### config.mk
export PLATFORM = sky130hd
export DESIGN_NAME = pll_lockwait_ctrl
export DESIGN_NICKNAME = d
export VERILOG_FILES = /design/src/rtl/pll_lw_pkg.sv /design/src/rtl/pll_lw_limit.sv /design/src/rtl/pll_lw_regs.sv /design/src/rtl/pll_lw_fsm.sv /design/src/rtl/pll_lockwait_ctrl.sv
export SDC_FILE = /design/constraint.sdc
export NUM_CORES = 1
export LEC_CHECK = 0
export BUFFER_PORTS_ARGS = -buffer_cell sky130_fd_sc_hd__buf_2
export CAP_MARGIN = 0
export CORE_MARGIN = 3
export CORE_UTILIZATION = 45
export DETAILED_ROUTE_END_ITERATION = 12
export MAX_ROUTING_LAYER = met4
export PLACE_DENSITY = 0.89
export SLEW_MARGIN = 20
export SYNTH_ARGS = -nofsm -noshare
export SYNTH_HDL_FRONTEND = slang
export SYNTH_SLANG_ARGS = --single-unit
### constraint.sdc
create_clock -name clk -period 2.3 [get_ports clk]
set_input_delay 0.115 -clock clk [delete_from_list [all_inputs] [get_ports clk]]
set_output_delay 0.115 -clock clk [all_outputs]
set_load 0.1 [all_outputs]
### src/rtl/pll_lw_pkg.sv
package pll_lw_pkg;

    localparam int PMODE_W   = 5;
    localparam int WMODE_W   = 2;
    localparam int PMODE_LSB = 0;
    localparam int WMODE_LSB = 5;
    localparam int BYP_BIT   = 7;
    localparam int RDY_BIT   = 8;

    localparam logic [WMODE_W-1:0] WMODE_RST = 2'b10;

    typedef enum logic [0:0] {
        ST_LOCKWAIT = 1'b0,
        ST_LOCKED   = 1'b1
    } lw_state_e;

endpackage

### src/rtl/pll_lw_limit.sv
module pll_lw_limit #(
    parameter int N_BASE = 11,
    parameter int M_EXP  = 8,
    parameter int CNT_W  = 14
) (
    input  logic [pll_lw_pkg::WMODE_W-1:0] wmode_i,
    output logic [CNT_W-1:0]               limit_o
);
    localparam int N_CODES = 1 << pll_lw_pkg::WMODE_W;

    logic [CNT_W-1:0] limit_tbl [N_CODES];

    for (genvar g = 0; g < N_CODES; g++) begin : g_lim
        localparam longint LEN = (64'd1 << (N_BASE + g)) - (64'd1 << M_EXP) + 64'd1;
        assign limit_tbl[g] = CNT_W'(LEN);
    end

    assign limit_o = limit_tbl[wmode_i];

endmodule

### src/rtl/pll_lw_regs.sv
module pll_lw_regs #(
    parameter logic [pll_lw_pkg::PMODE_W-1:0] PMODE_RST = 5'h04
) (
    input  logic                            clk,
    input  logic                            rst_n,
    input  logic                            strap_bypass_i,
    input  logic                            wr_en_i,
    input  logic                            wr_bypass_i,
    input  logic [pll_lw_pkg::WMODE_W-1:0]  wr_wmode_i,
    input  logic [pll_lw_pkg::PMODE_W-1:0]  wr_pmode_i,
    output logic                            bypass_o,
    output logic [pll_lw_pkg::WMODE_W-1:0]  wmode_o,
    output logic [pll_lw_pkg::PMODE_W-1:0]  pmode_o,
    output logic                            restart_o
);
    import pll_lw_pkg::*;

    logic               bypass_q;
    logic [WMODE_W-1:0] wmode_q;
    logic [PMODE_W-1:0] pmode_q;

    always_ff @(posedge clk) begin
        if (!rst_n) begin
            bypass_q <= strap_bypass_i;
            wmode_q  <= WMODE_RST;
            pmode_q  <= PMODE_RST;
        end else if (wr_en_i) begin
            bypass_q <= wr_bypass_i;
            wmode_q  <= wr_wmode_i;
            pmode_q  <= wr_pmode_i;
        end
    end

    // a changed PLL mode is a frequency change: the lock must be re-awaited
    assign restart_o = rst_n && wr_en_i && (wr_pmode_i != pmode_q);

    assign bypass_o = bypass_q;
    assign wmode_o  = wmode_q;
    assign pmode_o  = pmode_q;


    pmode_track_chk: assert property (@(posedge clk) disable iff (!rst_n)
        wr_en_i |=> (pmode_o == $past(wr_pmode_i)));

endmodule

### src/rtl/pll_lw_fsm.sv
module pll_lw_fsm #(
    parameter int CNT_W = 14
) (
    input  logic             clk,
    input  logic             rst_n,
    input  logic             restart_i,
    input  logic [CNT_W-1:0] limit_i,
    output logic             ready_o
);
    import pll_lw_pkg::*;

    lw_state_e        state_q, state_d;
    logic [CNT_W-1:0] cnt_q, cnt_d;
    logic             at_limit;

    assign at_limit = (cnt_q >= (limit_i - CNT_W'(1)));

    always_comb begin
        state_d = state_q;
        cnt_d   = cnt_q;
        if (restart_i) begin
            state_d = ST_LOCKWAIT;
            cnt_d   = '0;
        end else begin
            unique case (state_q)
                ST_LOCKWAIT: begin
                    if (at_limit) state_d = ST_LOCKED;
                    else          cnt_d   = cnt_q + CNT_W'(1);
                end
                ST_LOCKED: begin
                    state_d = ST_LOCKED;
                end
                default: state_d = ST_LOCKWAIT;
            endcase
        end
    end

    // state register
    always_ff @(posedge clk) begin
        if (!rst_n) begin
            state_q <= ST_LOCKWAIT;
            cnt_q   <= '0;
        end else begin
            state_q <= state_d;
            cnt_q   <= cnt_d;
        end
    end

    // outputs
    always_comb begin
        unique case (state_q)
            ST_LOCKED:   ready_o = 1'b1;
            ST_LOCKWAIT: ready_o = 1'b0;
            default:     ready_o = 1'b0;
        endcase
    end


    restart_clear_chk: assert property (@(posedge clk) disable iff (!rst_n)
        restart_i |=> (!ready_o && cnt_q == '0));


    locked_hold_chk: assert property (@(posedge clk) disable iff (!rst_n)
        (ready_o && !restart_i) |=> (ready_o && $stable(cnt_q)));


    rise_at_limit_chk: assert property (@(posedge clk) disable iff (!rst_n)
        $rose(ready_o) |-> ($past(cnt_q) >= $past(limit_i) - CNT_W'(1)));


    count_step_chk: assert property (@(posedge clk) disable iff (!rst_n)
        (!ready_o && !restart_i && !at_limit) |=> (cnt_q == $past(cnt_q) + CNT_W'(1)));

endmodule

### src/rtl/pll_lockwait_ctrl.sv
module pll_lockwait_ctrl #(
    parameter int                             DATA_W    = 32,
    parameter int                             N_BASE    = 11,
    parameter int                             M_EXP     = 8,
    parameter logic [pll_lw_pkg::PMODE_W-1:0] PMODE_RST = 5'h04
) (
    input  logic                           clk,
    input  logic                           rst_n,
    input  logic                           strap_bypass_i,
    input  logic                           wr_en_i,
    input  logic                           rd_en_i,
    input  logic [DATA_W-1:0]              wdata_i,
    output logic [DATA_W-1:0]              rdata_o,
    output logic                           clk_sel_o,
    output logic [pll_lw_pkg::PMODE_W-1:0] pll_mode_o
);
    import pll_lw_pkg::*;

    localparam int CNT_W = N_BASE + (1 << WMODE_W) - 1;

    logic               bypass;
    logic [WMODE_W-1:0] wmode;
    logic [PMODE_W-1:0] pmode;
    logic               restart;
    logic               ready;
    logic [CNT_W-1:0]   limit;
    logic               unused_wdata;

    assign unused_wdata = ^{wdata_i[DATA_W-1:BYP_BIT+1]};

    pll_lw_regs #(.PMODE_RST(PMODE_RST)) i_regs (
        .clk            (clk),
        .rst_n          (rst_n),
        .strap_bypass_i (strap_bypass_i),
        .wr_en_i        (wr_en_i),
        .wr_bypass_i    (wdata_i[BYP_BIT]),
        .wr_wmode_i     (wdata_i[WMODE_LSB +: WMODE_W]),
        .wr_pmode_i     (wdata_i[PMODE_LSB +: PMODE_W]),
        .bypass_o       (bypass),
        .wmode_o        (wmode),
        .pmode_o        (pmode),
        .restart_o      (restart)
    );

    pll_lw_limit #(.N_BASE(N_BASE), .M_EXP(M_EXP), .CNT_W(CNT_W)) i_limit (
        .wmode_i (wmode),
        .limit_o (limit)
    );

    pll_lw_fsm #(.CNT_W(CNT_W)) i_fsm (
        .clk       (clk),
        .rst_n     (rst_n),
        .restart_i (restart),
        .limit_i   (limit),
        .ready_o   (ready)
    );

    // the PLL clock is only selected once the lock wait is over
    assign clk_sel_o  = bypass | ~ready;
    assign pll_mode_o = pmode;

    always_comb begin
        rdata_o = '0;
        if (rd_en_i) begin
            rdata_o[PMODE_LSB +: PMODE_W] = pmode;
            rdata_o[WMODE_LSB +: WMODE_W] = wmode;
            rdata_o[BYP_BIT]              = bypass;
            rdata_o[RDY_BIT]              = ready;
        end
    end


    pll_change_refsel_chk: assert property (@(posedge clk) disable iff (!rst_n)
        (wr_en_i && wdata_i[PMODE_LSB +: PMODE_W] != pll_mode_o) |=> clk_sel_o);

endmodule

==> results.tsv, run 1 <==
metric	value	unit
synth_mux_area_frac	0.04889	
fin_crit	1.984	ns
vdd_drop_max	0.3139	mV
final_util	0.5012	
ioPinCount	75	
start_util	0.4740	
max_freq	504.0	MHz
p_per_area	606.8	mW/mm^2
path_clk_slew	0.13	ns
status	finished, final reports clean	
p_seq_frac	0.453	
io_buffers	27	
hp-class	in -> reg	
hold_buffers	0	
drtIter0Drc	14	
routed-via-count	1027	
ys_seq_elements	23	
overflow	0	
synth_fa_ha_area_frac	0.04288	
cts_root_buf	clkbuf_4	
drc	0	
critPathCaptureType	flip-flop	
hold_viol_final	0	
min_period_over_period	0.8627	
arrival	2.18	ns
reg2reg_slack	0.32	ns
finalMaxSlewViolations	0	
ant_nets	0	
core	0.003078	mm^2
highest-signal-layer	met4	
p_leak	0.6609	nW
wl_met3	113	um
setup_slack	0.3158	ns
placed_cells	223	
nFillCells	290	
num_rows	20	
die_x	62.94	um
dp_hpwl	1748	um
synthCells	158	
synth_area_per_cell	9.234	um^2
setup_tns	0	ns
synth_compound_area_frac	0.02230	
nets	226	
setup_viol	0	
wl_met1	958	um
synth_top_cell_by_area	dfxtp_1	
synth_top_family_by_area	simple AND/OR/NAND/NOR gates	
htree_num_levels	1	
synth-xor-area-share	0.1081	
wire_per_inst	9.797	um
cp_max_fo	14	
post_cts_buffers	0	
grt_pass1_vias	911	
synthSimpleGateAreaFrac	0.2916	
place_congestion	0.7673	
fin_cells	227	
required	2.49	ns
worst-setup-path-type	reg -> reg	
area_delta_synth_final	5.746	%
clock-sinks	23	
comb_power_share	0.350	
yosysTopAreaCellShare	0.3019	
grt_use_total	0.1223	
antenna_found_initial	0	
first_pass_iters	3	
power.clock.fraction	0.197	
drive_gt1_frac	0.2404	
fin_worst_skew	0.008517	ns
intPower	0.0005175	W
clk_latency	0.31	ns
finalWirelength	2224	um
wl_met2	1119	um
synthesis.area	0.001459	mm^2
worstHoldPathCells	3	
reg2reg_depth	8	
synth.area.top_cells	dfxtp_1, buf_4, xnor2_1, nor4_4, ha_1	
totalPowerFinal	0.0009361	W
diodes	0	
yosysWarnings	0	
die-area	0.003961	mm^2
seq_area_frac_synth	0.3225	
cts_tree	yes	
rsz0062_at_grt	no	
die_h	62.94	um
grt_max_degree	16	
grt_pass1_wl	3822	um
max_cap_viol_count	0	
start_kind	flip-flop	
pre_cts_ws	0.3270	ns
cts_buffers	3	
clockBufferDepth	2	
ctsResizeCount	0	
p_switching	0.0004185	W
p_sw_frac	0.4471	
ys_types	36	
viasPerCell	4.524	
==> registers in the layout, indices dropped and copies added, names as in the netlist <==
register and flops:
i_regs.bypass_o 1, i_regs.pmode_o 5, i_regs.wmode_o 2, i_fsm.state_q 1
i_fsm.cnt_q 14
==> power groups by stage <==
stage / Clock [W] / Sequential [W] / Combinational (W)
2_1_floorplan: 0 / 0.000468 / 0.000291
3_3_place_gp: 0 / 0.000432 / 0.000326
3_5_place_dp: 0 / 0.000433 / 0.000328
4_1_cts: 0.000193 / 0.000424 / 0.000328
5_1_grt: 0.000206 / 0.000426 / 0.000340
6_report: 0.000184 / 0.000424 / 0.000328
==> critical path, stage by stage, from the launching register on <==
cell      delay (ns)
dfxtp_1         0.39
nand2_1         0.07
ha_1            0.30
a211oi_1        0.24
nand2_1         0.07
buf_4           0.20
nor4_1          0.37
xnor2_1         0.17
nor2_1          0.05
==> cell usage after synthesis <==
cell type / count
buf_4: 24
dfxtp_1: 22
nor2_1: 16
xnor2_1: 16
nand2_1: 10
and2_1: 9
nand3_1: 8
mux2i_1: 6
ha_1: 5
nor2b_1: 5
inv_1: 3
nor3_2: 3
nor4_1: 3
nor4_4: 3
clkbuf_1: 2
nand2b_1: 2
xor2_1: 2
a211oi_1: 1
a21oi_1: 1
and3_1: 1
and3_2: 1
and3_4: 1
and4_4: 1
buf_12: 1
buf_2: 1
buf_6: 1
conb_1: 1
edfxtp_1: 1
mux2_2: 1
nand4_1: 1
nor3_1: 1
nor3b_2: 1
nor4b_2: 1
o211ai_1: 1
o21ai_0: 1
o31ai_1: 1
==> final cells by class <==
| class | instances | area (um^2) | area share |
|---|---|---|---|
| clock buffer | 3 | 22.52 | 0.01460 |
| tap | 44 | 55.05 | 0.03569 |
| inverter | 3 | 11.26 | 0.007299 |
| clock inverter | 1 | 5.005 | 0.003244 |
| timing repair buffer | 28 | 142.6 | 0.09246 |
| multi-input combinational | 125 | 835.8 | 0.5418 |
| sequential | 23 | 470.5 | 0.3049 |
==> worst paths after layout <==
check | from | endpoint
hold reg to reg | i_fsm.cnt_q[4] | i_fsm.cnt_q[4]
setup / recovery | i_regs.wmode_o[0] | i_fsm.cnt_q[9]
setup reg to reg | i_regs.wmode_o[0] | i_fsm.cnt_q[9]
hold / removal | wdata_i[6] | i_regs.wmode_o[1]
==> per-stage QoR <==
step	cell area, um^2	hold WS, ns
final	1543	0.01395
after global routing	1543	0.04010
after floorplan	1541	0.2435
after CTS	1543	0.008250
after global placement	1515	0.3392
after detailed placement	1515	0.3473
==> cells by family (layout without fill, tap and decap cells) <==
kind of cell	Yosys count	in the layout
other	1	23
AND/OR/NAND/NOR	67	67
adder cells (fa/ha/maj)	5	5
XOR/XNOR	18	18
AO/OA/AOI/OAI	5	5
flip-flops	23	23
multiplexers	7	7
buffers and inverters	32	35
==> routing by layer <==
layer  vias to the layer above  track usage
li1                        528            -
met2                        25       0.2095
met3                         4      0.01619
met4                         0      0.06612
met1                       470       0.1369
met5                         -            -
==> placed cells by master (no fill, tap or decap), types with 2 or more instances in the layout <==
cell      instances
buf_2            27
conb_1           23
dfxtp_1          22
nor2_1           16
xnor2_1          16
nand2_1          10
and2_1            9
nand3_1           8
mux2i_1           6
nor2b_1           5
ha_1              5
inv_1             3
nor4_4            3
nor4_1            3
nor3_2            3
clkbuf_4          3
nand2b_1          2
xor2_1            2
No activity file was read; power rests on OpenSTA's default activity.
==> run 2, diff against run 1 <==
--- a/config.mk
+++ b/config.mk
@@ -8,10 +8,10 @@
 export BUFFER_PORTS_ARGS = -buffer_cell sky130_fd_sc_hd__buf_2
 export CAP_MARGIN = 0
 export CORE_MARGIN = 3
-export CORE_UTILIZATION = 45
+export CORE_UTILIZATION = 40
 export DETAILED_ROUTE_END_ITERATION = 12
 export MAX_ROUTING_LAYER = met4
-export PLACE_DENSITY = 0.89
+export PLACE_DENSITY = 0.82
 export SLEW_MARGIN = 20
 export SYNTH_ARGS = -nofsm -noshare
 export SYNTH_HDL_FRONTEND = slang
==> run 2 against run 1 <==
Compared with the run above:
- maximum frequency is 2.0% higher
- combinational power hardly changed
- die area is 11% higher
- cell area is 0.16% higher
- sequential cell count stayed put
- critical path type unchanged
- critical endpoint unchanged
==> results.tsv, run 2 (synthesized netlist as in run 1, its figures left out) <==
metric	value	unit	change
status	finished, final reports clean		
wire_per_inst	9.830	um	+0.33%
critPathCaptureType	flip-flop		
ioPinCount	75		unchanged
top_register	i_fsm.cnt_q		
max_freq	514.0	MHz	+2.0%
start_util	0.4271		-0.04688
p_leak	0.6609	nW	unchanged
diodes	0		unchanged
clk_latency	0.30	ns	about the same
worst-setup-path-type	reg -> reg		
hold_viol_final	0		unchanged
io_buffers	27		unchanged
area_delta_synth_final	5.918	%	
required	2.49	ns	about the same
post_cts_buffers	0		unchanged
die-area	0.004408	mm^2	+11%
htree_num_levels	1		unchanged
ctsResizeCount	0		unchanged
rsz0062_at_grt	no		
fin_crit	1.946	ns	-0.03868 ns
grt_max_degree	16		unchanged
first_pass_iters	4		+1
min_from	wdata_i[6]		
vdd_drop_max	0.2332	mV	-26%
reg2reg_depth	8		unchanged
drive_gt1_frac	0.2404		unchanged
clock-sinks	23		unchanged
cts_buffers	3		unchanged
min_period_over_period	0.8459		-0.01682
clockBufferDepth	2		unchanged
fin_cells	229		+0.88%
arrival	2.14	ns	-0.04 ns
nets	226		unchanged
max_cap_viol_count	0		unchanged
fin_worst_skew	0.009616	ns	+0.001099 ns
worstHoldPathCells	3		unchanged
dp_hpwl	1777	um	+1.7%
cp_max_fo	14		unchanged
p_per_area	604.7	mW/mm^2	-0.34%
cts_root_buf	clkbuf_4		
cts_tree	yes		
crit_path_start	i_regs.wmode_o[0]		
final_cell_mix	buf_2, conb_1, dfxtp_1, nor2_1, xnor2_1		
setup_viol	0		unchanged
r2r-start	i_regs.wmode_o[0]		
num_rows	21		+5.0%
ant_nets	0		unchanged
overflow	0		unchanged
hp-class	in -> reg		
finalMaxSlewViolations	0		unchanged
pre_cts_ws	0.3486	ns	+0.02151 ns
place_congestion	0.7191		-6.3%
die_x	66.39	um	+5.5%
drtIter0Drc	11		-3
final_util	0.4524		-0.04884
die_h	66.39	um	+5.5%
start_kind	flip-flop		
placed_cells	225		+0.90%
grt_pass1_vias	910		-0.11%
viasPerCell	4.424		-2.2%
largest_reg_flops	14		unchanged
setup_slack	0.3545	ns	+0.03868 ns
drc	0		unchanged
hold_buffers	0		unchanged
grt_use_total	0.1084		-0.01392
setup_tns	0	ns	unchanged
core	0.003416	mm^2	+11%
mostFrequentLayoutCell	buf_2		
path_clk_slew	0.13	ns	about the same
finalWirelength	2251	um	+1.2%
antenna_found_initial	0		unchanged
routed-via-count	1013		-1.4%
grt_pass1_wl	3801	um	-0.55%
-- run 2: cell type report --
class,count,area (um^2)
inverter,3,11.26
tap,46,57.56
fill,357,1871
timing repair buffer,28,142.6
sequential,23,470.5
multi-input combinational,125,835.8
clock inverter,1,5.005
clock buffer,3,22.52
-- run 2: power by group --
| group | switching [W] | total [W] | internal, W |
|---|---|---|---|
| Combinational | 0.000288 | 0.000328 | 0.0000398 |
| Clock | 0.000117 | 0.000182 | 0.0000648 |
| Sequential | 0.0000110 | 0.000424 | 0.000413 |
| Total | 0.000417 | 0.000934 | 0.000517 |
-- run 2: critical path, stage by stage, from the launching register on --
cell and delay (ns):
dfxtp_1 0.38, nand2_1 0.07, ha_1 0.30, a211oi_1 0.25, nand2_1 0.08, buf_4 0.20, nor4_1 0.35, xnor2_1 0.16
nor2_1 0.06
-- run 2: stage by stage --
| step | total power (W) | hold slack [ns] | area [um^2] |
|---|---|---|---|
| global placement | 0.0007590 | 0.3410 | 1518 |
| floorplan | 0.0007598 | 0.2435 | 1541 |
| finish | 0.0009343 | 0.03919 | 1545 |
| detailed placement | 0.0007618 | 0.3482 | 1518 |
| CTS | 0.0009464 | 0.03108 | 1545 |
| global route | 0.0009776 | 0.05664 | 1545 |
-- run 2: routing by layer --
metal	global-route usage	part of all wire	vias up
met4	0.02284	0.0018	0
met5	-	0	-
met2	0.1871	0.50	25
met1	0.1340	0.44	460
met3	0.01531	0.053	2
li1	-	-	526
-- run 2: final timing paths --
kind                       end  slack [ns]
max reg2reg     i_fsm.cnt_q[9]        0.35
max             i_fsm.cnt_q[9]        0.35
min reg2reg     i_fsm.cnt_q[7]        0.53
min          i_regs.wmode_o[1]        0.04
==> run 3, diff against run 2 <==
--- a/config.mk
+++ b/config.mk
@@ -11,7 +11,7 @@
 export CORE_UTILIZATION = 40
 export DETAILED_ROUTE_END_ITERATION = 12
 export MAX_ROUTING_LAYER = met4
-export PLACE_DENSITY = 0.82
+export PLACE_DENSITY = 0.85
 export SLEW_MARGIN = 20
 export SYNTH_ARGS = -nofsm -noshare
 export SYNTH_HDL_FRONTEND = slang
==> constraint.sdc (replaced) <==
create_clock -name clk -period 1.6 [get_ports clk]
set_input_delay 0.08 -clock clk [delete_from_list [all_inputs] [get_ports clk]]
set_output_delay 0.08 -clock clk [all_outputs]
set_load 0.1 [all_outputs]
==> run 3 against run 2 <==
Compared with the run above:
- the run now ends with setup timing left
- critical endpoint is now i_fsm.cnt_q[13]
- clock power grew 62%
- register-to-register slack lost 0.54 ns
- via count grew 17%
- power grew 52%
- global-route usage grew 4.6 points
- sequential share of layout area shrank 5.2 points
- sequential power grew 43%
- count of clock-buffer cells in the layout is the same
- sequential cell count is the same
- die area is the same
==> results.tsv, run 3 (synthesized netlist as in run 1, its figures left out) <==
metric	value	unit	change
status	complete, but fails checks		
violations	setup timing		
totalPowerFinal	0.001417	W	+52%
clk_latency	0.34	ns	+0.04 ns
die_x	66.39	um	unchanged
max_cap_viol_count	0		unchanged
cpPeakStageDelay	0.39	ns	about the same
routed-via-count	1183		+17%
io_buffers	27		unchanged
pre_cts_ws	-0.2179	ns	-0.5665 ns
start_util	0.4271		unchanged
cp_slowest_cell	dfxtp_4		
grt_use_total	0.1543		+0.04592
fin_crit	1.785	ns	-0.1609 ns
cts_tree	yes		
place_area	0.001654	mm^2	+9.0%
dp_hpwl	2132	um	+20%
fin_worst_skew	0.01946	ns	+0.009842 ns
wire_per_inst	13.07	um	+33%
cts_root_buf	clkbuf_4		
place_congestion	0.8029		+12%
top_register	i_fsm.cnt_q		
mostFrequentLayoutCell	buf_2		
drive_gt1_frac	0.4183		+0.1778
fin_cells	254		+11%
largest_reg_flops	14		unchanged
area_delta_synth_final	32.76	%	
diodes	0		unchanged
critPathCaptureType	flip-flop		
finalInstanceArea	0.001937	mm^2	+25%
p_per_area	731.5	mW/mm^2	+21%
hp-class	in -> reg		
placed_cells	238		+5.8%
setup_viol	15		+15
finalMaxSlewViolations	0		unchanged
core	0.003416	mm^2	unchanged
viasPerCell	4.657		+5.3%
die_h	66.39	um	unchanged
grt_max_degree	16		unchanged
cp_max_fo	6		-8
drc	0		unchanged
num_rows	21		unchanged
start_kind	flip-flop		
overflow	0		unchanged
clock-sinks	23		unchanged
clockBufferDepth	2		unchanged
vdd_drop_max	0.4179	mV	+79%
worst-setup-path-type	reg -> reg		
rsz0062_at_grt	yes		
path_clk_slew	0.15	ns	+0.02 ns
p_leak	0.7810	nW	+18%
antenna_found_initial	0		unchanged
ioPinCount	75		unchanged
cts_buffers	3		unchanged
max_freq	560.3	MHz	+9.0%
arrival	2.03	ns	-0.11 ns
first_pass_iters	4		unchanged
grt_pass1_vias	1107		+22%
die-area	0.004408	mm^2	unchanged
ant_nets	0		unchanged
final_cell_mix	buf_2, conb_1, buf_4, xnor2_1, dfxtp_1		
drtIter0Drc	35		+24
finalWirelength	3321	um	+48%
setup_slack	-0.1847	ns	-0.5391 ns
grt_pass1_wl	5085	um	+34%
nets	251		+11%
reg2reg_slack	-0.18	ns	-0.54 ns
hold_viol_final	0		unchanged
path_cells	buf_4 > nor2_4 > ha_4 > and4_2 > nor4_4 > xnor2_1 > nor2_1		
htree_num_levels	1		unchanged
required	1.85	ns	-0.64 ns
min_period_over_period	1.115		+0.2695
-- run 3: cell count changes in the layout (fill, tap and decap cells not counted), sizes merged --
cell,delta
and4,+1
buf,+19
clkinv,-1
clkinvlp,+1
dlygate4sd3,+4
nand2,+1
-- run 3: final timing paths --
path | from | endpoint | cells after the start
setup reg to reg | i_regs.wmode_o[1] | i_fsm.cnt_q[13] | 7
setup / recovery | i_regs.wmode_o[1] | i_fsm.cnt_q[13] | 7
hold / removal | wdata_i[1] | i_regs.pmode_o[1] | 3
hold reg to reg | i_fsm.cnt_q[4] | i_fsm.cnt_q[4] | 2
-- run 3: report_power, final --
part	total, W	leakage, nW	internal [W]	switching, W
sequential	0.000607	0.192	0.000593	0.0000148
combinational	0.000515	0.575	0.0000832	0.000432
clock	0.000294	0.0139	0.0000959	0.000199
total	0.00142	0.781	0.000772	0.000645
-- run 3: per-stage QoR --
stage                     hold slack (ns)  setup TNS, ns    util
after detailed placement           0.3165         -1.966  0.4842
after global placement             0.3183         -1.083  0.4842
final                             0.01355         -2.019  0.5670
after floorplan                    0.2084        -0.1044       -
after global routing             0.004903         -3.072  0.5670
after CTS                         0.01475         -1.647  0.5454
-- run 3: repair_timing --
item / 4_1_cts / 5_1_grt
hold buffers: 4 / 0
gates resized for setup: 19 / 8
gates cloned: 2 / 0
endpoints found under the setup margin: 15 / 15
pin swaps: 13 / 13
endpoints found under the hold margin: 3 / 0
setup buffers: 2 / 4
-- run 3: routing by layer --
metal	global-route usage	routed length, um
met2	0.2553	1816
met1	0.1924	1356
met4	0.06853	34
met5	-	0
met3	0.01020	114
-- run 3: layout make-up --
| type | count | area, um^2 |
|---|---|---|
| well taps | 46 | 57.56 |
| inverters | 3 | 11.26 |
| flip-flops and latches | 23 | 489.2 |
| multi-input cells | 127 | 1012 |
| clock inverters | 1 | 7.507 |
| clock buffers | 3 | 22.52 |
| repair buffers | 51 | 336.6 |
| fillers | 311 | 1479 |
-- run 3: worst max-delay path, delay by kind of cell, from the launching register on --
kind | cells | cell delay, ns
buffers and inverters | 1 | 0.14
DFF | 1 | 0.39
xor gates and xnor gates | 1 | 0.16
and+or+nand+nor | 4 | 0.79
adders and majority gates | 1 | 0.21
